<file path="src/rtl/cgo_pkg.sv">
`timescale 1ns/1ps
package cgo_pkg;
    localparam int unsigned CGO_CHANNELS    = 6;
    localparam int unsigned CGO_SYNC_STAGES = 2;

    // Effective request of one channel: its own enable qualified by the common run.
    function automatic logic cgo_merge(input logic ind_en, input logic grp_run);
        return ind_en & grp_run;
    endfunction
endpackage

</file>
<file path="src/rtl/cgo_enable_sync.sv">
`timescale 1ns/1ps
module cgo_enable_sync #(
    parameter int unsigned WIDTH  = 7,
    parameter int unsigned STAGES = 2
) (
    input  logic             clk_core,
    input  logic             rst_n,
    input  logic [WIDTH-1:0] async_in,
    output logic [WIDTH-1:0] sync_out
);
    typedef struct packed {
        logic [STAGES-1:0][WIDTH-1:0] pipe;
    } sync_state_t;

    sync_state_t st_d, st_q;

    always_comb begin
        st_d         = st_q;
        st_d.pipe[0] = async_in;
        for (int s = 1; s < STAGES; s++) begin
            st_d.pipe[s] = st_q.pipe[s-1];
        end
    end

    // Falling-edge stages: the last stage only moves while the clock is low.
    always_ff @(negedge clk_core or negedge rst_n) begin
        if (!rst_n) begin
            st_q <= '0;
        end else begin
            st_q <= st_d;
        end
    end

    assign sync_out = st_q.pipe[STAGES-1];
endmodule

</file>
<file path="src/rtl/cgo_gate_cell.sv">
`timescale 1ns/1ps
module cgo_gate_cell (
    input  logic clk_core,
    input  logic gate_on,
    output logic clk_gated
);
    // gate_on changes only during the low phase, so the AND cannot chop a pulse.
    assign clk_gated = clk_core & gate_on;
endmodule

</file>
<file path="src/rtl/cgo_pad_ctrl.sv">
`timescale 1ns/1ps
module cgo_pad_ctrl #(
    parameter int unsigned PINS = 7
) (
    input  logic            float_req,
    output logic [PINS-1:0] oe_n
);
    always_comb begin
        oe_n = {PINS{float_req}};
    end
endmodule

</file>
<file path="src/rtl/cgo_out_bank.sv">
`timescale 1ns/1ps
module cgo_out_bank
    import cgo_pkg::*;
#(
    parameter int unsigned N_CH     = CGO_CHANNELS,
    parameter int unsigned N_STAGES = CGO_SYNC_STAGES
) (
    input  logic            clk_core,
    input  logic            rst_n,
    input  logic [N_CH-1:0] chan_en,
    input  logic            all_run,
    input  logic            float_req,
    output logic [N_CH-1:0] clk_out,
    output logic            clk_fb,
    output logic [N_CH:0]   pin_oe_n
);
    localparam int unsigned N_PIN  = N_CH + 1;
    localparam int unsigned FB_IDX = N_CH;

    logic [N_PIN-1:0] req_w;
    logic [N_PIN-1:0] gate_w;
    logic [N_PIN-1:0] pin_clk_w;

    for (genvar i = 0; i < N_CH; i++) begin : g_req
        assign req_w[i] = cgo_merge(chan_en[i], all_run);
    end
    // The feedback pin requests a constant run, so it only waits out reset.
    assign req_w[FB_IDX] = 1'b1;

    cgo_enable_sync #(
        .WIDTH  (N_PIN),
        .STAGES (N_STAGES)
    ) u_sync (
        .clk_core (clk_core),
        .rst_n    (rst_n),
        .async_in (req_w),
        .sync_out (gate_w)
    );

    for (genvar p = 0; p < N_PIN; p++) begin : g_gate
        cgo_gate_cell u_cell (
            .clk_core  (clk_core),
            .gate_on   (gate_w[p]),
            .clk_gated (pin_clk_w[p])
        );
    end

    cgo_pad_ctrl #(
        .PINS (N_PIN)
    ) u_pad (
        .float_req (float_req),
        .oe_n      (pin_oe_n)
    );

    assign clk_out = pin_clk_w[N_CH-1:0];
    assign clk_fb  = pin_clk_w[FB_IDX];
endmodule

</file>
<file path="config.mk">
export PLATFORM = sky130hd
export DESIGN_NAME = cgo_out_bank
export DESIGN_NICKNAME = d
export VERILOG_FILES = /design/src/rtl/cgo_pkg.sv /design/src/rtl/cgo_enable_sync.sv /design/src/rtl/cgo_gate_cell.sv /design/src/rtl/cgo_pad_ctrl.sv /design/src/rtl/cgo_out_bank.sv
export SDC_FILE = /design/constraint.sdc
export NUM_CORES = 1
export LEC_CHECK = 0
export BUFFER_PORTS_ARGS = -buffer_cell sky130_fd_sc_hd__buf_2
export CORE_MARGIN = 2
export CORE_UTILIZATION = 39
export DETAILED_ROUTE_END_ITERATION = 10
export HOLD_SLACK_MARGIN = 0.15
export PLACE_DENSITY_LB_ADDON = 0.1
export SYNTH_ARGS = -nofsm -noshare
export SYNTH_HDL_FRONTEND = slang
export SYNTH_SLANG_ARGS = --single-unit
</file>
<file path="constraint.sdc">
create_clock -name clk_core -period 0.8 [get_ports clk_core]
set_input_delay 0.08 -clock clk_core [delete_from_list [all_inputs] [get_ports clk_core]]
set_output_delay 0.08 -clock clk_core [all_outputs]
set_load 0.1 [all_outputs]
</file>
==> flow_summary.json, run 1 <==
{
  "area_growth_pct": 37.3,
  "final_cell_mix": "14 x dfrtn_1, 8 x buf_2, 7 x and2_4, 7 x clkbuf_4, 7 x buf_12",
  "dieHeight_um": 41.0,
  "core_area_sq_um": 1280,
  "hold_path_class": "in -> out",
  "diodes": 0,
  "post_drt_wl_per_cell_um": 9.40,
  "cp-start-kind": "register",
  "fin_cells": 67,
  "drv_cap": 0,
  "violations": "setup timing",
  "setup_viol": 14,
  "num-nets-final": 63,
  "num_vias": 277,
  "grt_usage_pct": 12.1,
  "finalClockSkew_ps": 2.01,
  "viasPerCell": 4.13,
  "die_area_sq_um": 1680,
  "gr-total-overflow": 0,
  "placedCellCount": 58,
  "power_density_nw_per_um2": 4460,
  "maxSlewViolCount": 0,
  "final_common_cell": "dfrtn_1",
  "avgSynthCellArea_sq_um": 13.0,
  "yosysWarnings": 0,
  "fillers": 106,
  "rsz0062_at_grt": "true",
  "seq_area_frac_synth_pct": 65.7,
  "cpPeakStageDelay_ps": 390,
  "worst_ep_arrival_time_ps": 1490,
  "remaining_drc_errors": 0,
  "finalWeightedCongestion": 0.605,
  "finalHoldViolCount": 0,
  "ant_nets": 0,
  "critPathCaptureType": "output port",
  "cp_max_fo": 1,
  "critical-path-slowest-cell": "dfrtn_1",
  "cts.clk_slew.worst_paths_ps": 50,
  "die_x_um": 41.0,
  "irDropWorstVdd_v": 0.00149,
  "tns_ps": -5320,
  "critPathKind": "reg -> out",
  "power.total_mw": 3.26,
  "layout-drive-gt1-share_pct": 57.7,
  "status": "finished, violations left",
  "setup_slack_ps": -767,
  "antenna_found_initial": 0,
  "wirelength_um": 630,
  "cts_tree": "built",
  "critPathRequiredTime_ps": 720,
  "start_util_pct": 41.5,
  "grt_first_pass_wirelength_um": 1020,
  "syn_inst": 41,
  "synthesis.area_sq_um": 533,
  "grt_pass1_vias": 341,
  "synth_seq_cells": 14,
  "ys_types": 4,
  "fp-row-count": 13,
  "syn-num-nets": 51,
  "power_leakage_nw": 0.369,
  "grt_max_degree": 15,
  "io_buffers": 15,
  "dr.pass1.iters": 2,
  "io_pins": 24,
  "clk_latency_ps": 390,
  "rrSetupSlack_ps": 320,
  "path_cells": "and2_4 > buf_12",
  "drtIter0Drc": 2
}
-- what timing repair did --
item,4_1_cts,5_1_grt
resized for setup,28,0
hold buffers,1,0
setup buffers,0,0
setup endpoints to repair,14,14
endpoints found under the hold margin,14,0
pin swaps,0,0
-- through the flow --
stage / hold WS, ps / instance area (sq um) / setup slack (ps) / util (%)
floorplan: 75.8 / 626 / -360 / -
global placement: 165 / 547 / -565 / 42.6
detailed placement: 165 / 547 / -580 / 42.6
CTS: 165 / 732 / -780 / 57.0
global route: 161 / 732 / -816 / 57.0
finish: 160 / 732 / -767 / 57.0
-- worst paths after layout --
| kind | endpoint | startpoint | cells past startpoint |
|---|---|---|---|
| max in group asynchronous | u_sync.sync_out[0] | rst_n | 2 |
| worst min register to register | u_sync.sync_out[6] | u_sync.st_d[13] | 0 |
| min in group asynchronous | u_sync.st_d[7] | rst_n | 2 |
| worst min-delay path | pin_oe_n[3] | float_req | 0 |
| worst max register to register | u_sync.sync_out[3] | u_sync.st_d[10] | 0 |
| worst max-delay path | clk_out[0] | u_sync.sync_out[0] | 2 |
-- state kept, by name (all words and copies together) (netlist names) --
register	cells
u_sync.st_d	7
u_sync.sync_out	7
-- routing by layer --
metal	wire length (um)	vias to the layer above	GRT usage [%]
li1	-	131	-
met2	320	15	12.5
met5	0	-	0
met1	228	131	7.09
met3	82	0	10.9
met4	0	0	27.5
-- final cells by class --
type                    instances  area (sq um)  share of cell area, %
clock buffers                  14           193                   26.3
well taps                      15          18.8                   2.56
clock inverters                 1          17.5                   2.39
flip-flops and latches         14           350                   47.9
repair buffers                  9          50.0                   6.84
multi-input cells              14           103                   14.0
-- cell usage after synthesis --
cell | instances | share of area [%]
dfrtn_1 | 14 | 66
and2_1 | 13 | 15
buf_4 | 13 | 18
conb_1 | 1 | 0.70
-- cells by family (layout without fill, tap and decap cells) --
logic type / count (synthesis) / count (layout) / synth area share (%)
AND/OR/NAND/NOR: 13 / 13 / 15.3
flip-flops: 14 / 14 / 65.7
other: 1 / 1 / 0.704
buffers and inverters: 13 / 24 / 18.3
-- power by group --
part | internal (mW) | switching, mW
clock network | 1.15 | 1.31
registers | 0.750 | 0.00896
logic | 0.0242 | 0.0227
-- critical path: cells and delay by family, from the launching register on --
family                 cells  cell delay, ps
DFF                        1             390
buffers and inverters      1             160
and+or+nand+nor            1             140
No activity file was read; power rests on OpenSTA's default activity.
==> run 2, diff against run 1 <==
- CORE_MARGIN: 2 -> default
==> flow_summary.json, run 2 (synthesis results as in run 1) <==
{
  "status": "finished, violations left",
  "violations": "setup timing",
  "dieHeight_um": 39.0,
  "gr-total-overflow": 0,
  "fin_util_pct": 61.6,
  "rrSetupSlack_ps": 320,
  "p_seq_share_pct": 23.3,
  "finalHoldViolCount": 0,
  "cts.clk_slew.worst_paths_ps": 50,
  "rsz0062_at_grt": "true",
  "grt_usage_pct": 13.0,
  "die_x_um": 39.0,
  "fillers": 91,
  "worst_ep_arrival_time_ps": 1490,
  "power_density_nw_per_um2": 4450,
  "dp.final_hpwl_um": 415,
  "worstHoldStart": "float_req",
  "post_drt_wl_per_cell_um": 8.82,
  "grt_first_pass_wirelength_um": 1030,
  "path_delay_family": "flip-flops",
  "finalWeightedCongestion": 0.579,
  "drv_cap": 0,
  "startpoint": "u_sync.sync_out[2]",
  "viasPerCell": 4.17,
  "num_vias": 275,
  "critPathRequiredTime_ps": 720,
  "diodes": 0,
  "core_area_sq_um": 1190,
  "hold_path_class": "in -> out",
  "critPathKind": "reg -> out",
  "area_growth_pct": 37.1,
  "grt_pass1_vias": 346,
  "start_util_pct": 44.9,
  "io_buffers": 15,
  "pre_cts_ws_ps": -580,
  "path_cells": "and2_4 > buf_12",
  "setup_slack_ps": -767,
  "grt_max_degree": 15,
  "hold_ws_ps": 160,
  "cts_tree": "built",
  "r2r_start": "u_sync.st_d[8]",
  "cp-start-kind": "register",
  "cpPeakStageDelay_ps": 390,
  "tns_ps": -5290,
  "p_switching_mw": 1.33,
  "die_area_sq_um": 1520,
  "fp-row-count": 12,
  "power_leakage_nw": 0.369,
  "num-nets-final": 63,
  "wirelength_um": 582,
  "intPower_mw": 1.93,
  "final_common_cell": "dfrtn_1",
  "post-cts-setup-buffer-count": 0,
  "critical-path-slowest-cell": "dfrtn_1",
  "remaining_drc_errors": 0,
  "regArea_sq_um": 350,
  "critPathBufInv": 1,
  "layout-drive-gt1-share_pct": 57.7,
  "drtIter0Drc": 0,
  "combPwrFrac_pct": 1.4,
  "cp_max_fo": 1,
  "final_cell_mix": "14 x dfrtn_1, 8 x buf_2, 7 x and2_4, 7 x clkbuf_4, 7 x buf_12",
  "multi_input_area_sq_um": 103,
  "critPathCaptureType": "output port",
  "clk_latency_ps": 380,
  "irDropWorstVdd_v": 0.00170,
  "dr.pass1.iters": 1,
  "clkPwrFrac_pct": 75.3,
  "finalClockSkew_ps": 0.166,
  "maxSlewViolCount": 0,
  "switching_share_pct": 40.8,
  "antenna_found_initial": 0,
  "ant_nets": 0,
  "setup_viol": 14,
  "io_pins": 24
}
## run 2: power groups by stage
| stage | clock network, mW | logic, mW | registers, mW |
|---|---|---|---|
| global placement | 1.11 | 0.0409 | 0.769 |
| floorplan | 1.43 | 0.176 | 0.769 |
| detailed placement | 1.11 | 0.0440 | 0.772 |
| finish | 2.45 | 0.0459 | 0.759 |
| global route | 2.58 | 0.0545 | 0.762 |
| CTS | 2.50 | 0.0477 | 0.759 |
## run 2: stage by stage
step                cells  power (mW)  area (sq um)
floorplan              41        2.38           626
global placement       57        1.92           546
detailed placement     57        1.93           546
CTS                    66        3.31           731
global route           66        3.40           731
finish                 66        3.25           731
## run 2: cell type report
class	instances	area share (%)
repair buffers	9	6.85
flip-flops and latches	14	47.9
clock inverters	1	2.40
well taps	14	2.40
clock buffers	14	26.4
multi-input cells	14	14.0
## run 2: final timing paths
path	to	depth (start not counted)
max	clk_out[2]	2
max reg2reg	u_sync.sync_out[1]	0
max in group asynchronous	u_sync.sync_out[5]	2
min reg2reg	u_sync.sync_out[5]	0
min in group asynchronous	u_sync.st_d[8]	2
min	pin_oe_n[3]	0
## run 2: timing repair
item,4_1_cts,5_1_grt
setup endpoints to repair,14,14
endpoints found under the hold margin,14,0
gates cloned,0,0
resized for setup,28,0
hold buffers,1,0
## run 2: layer usage
metal  track usage, %  vias up  routed length [um]
met3             10.4        0                  72
li1                 -      134                   -
met1             6.54      125                 185
met5                0        -                   0
met2             15.8       16                 323
met4             27.6        0                   0
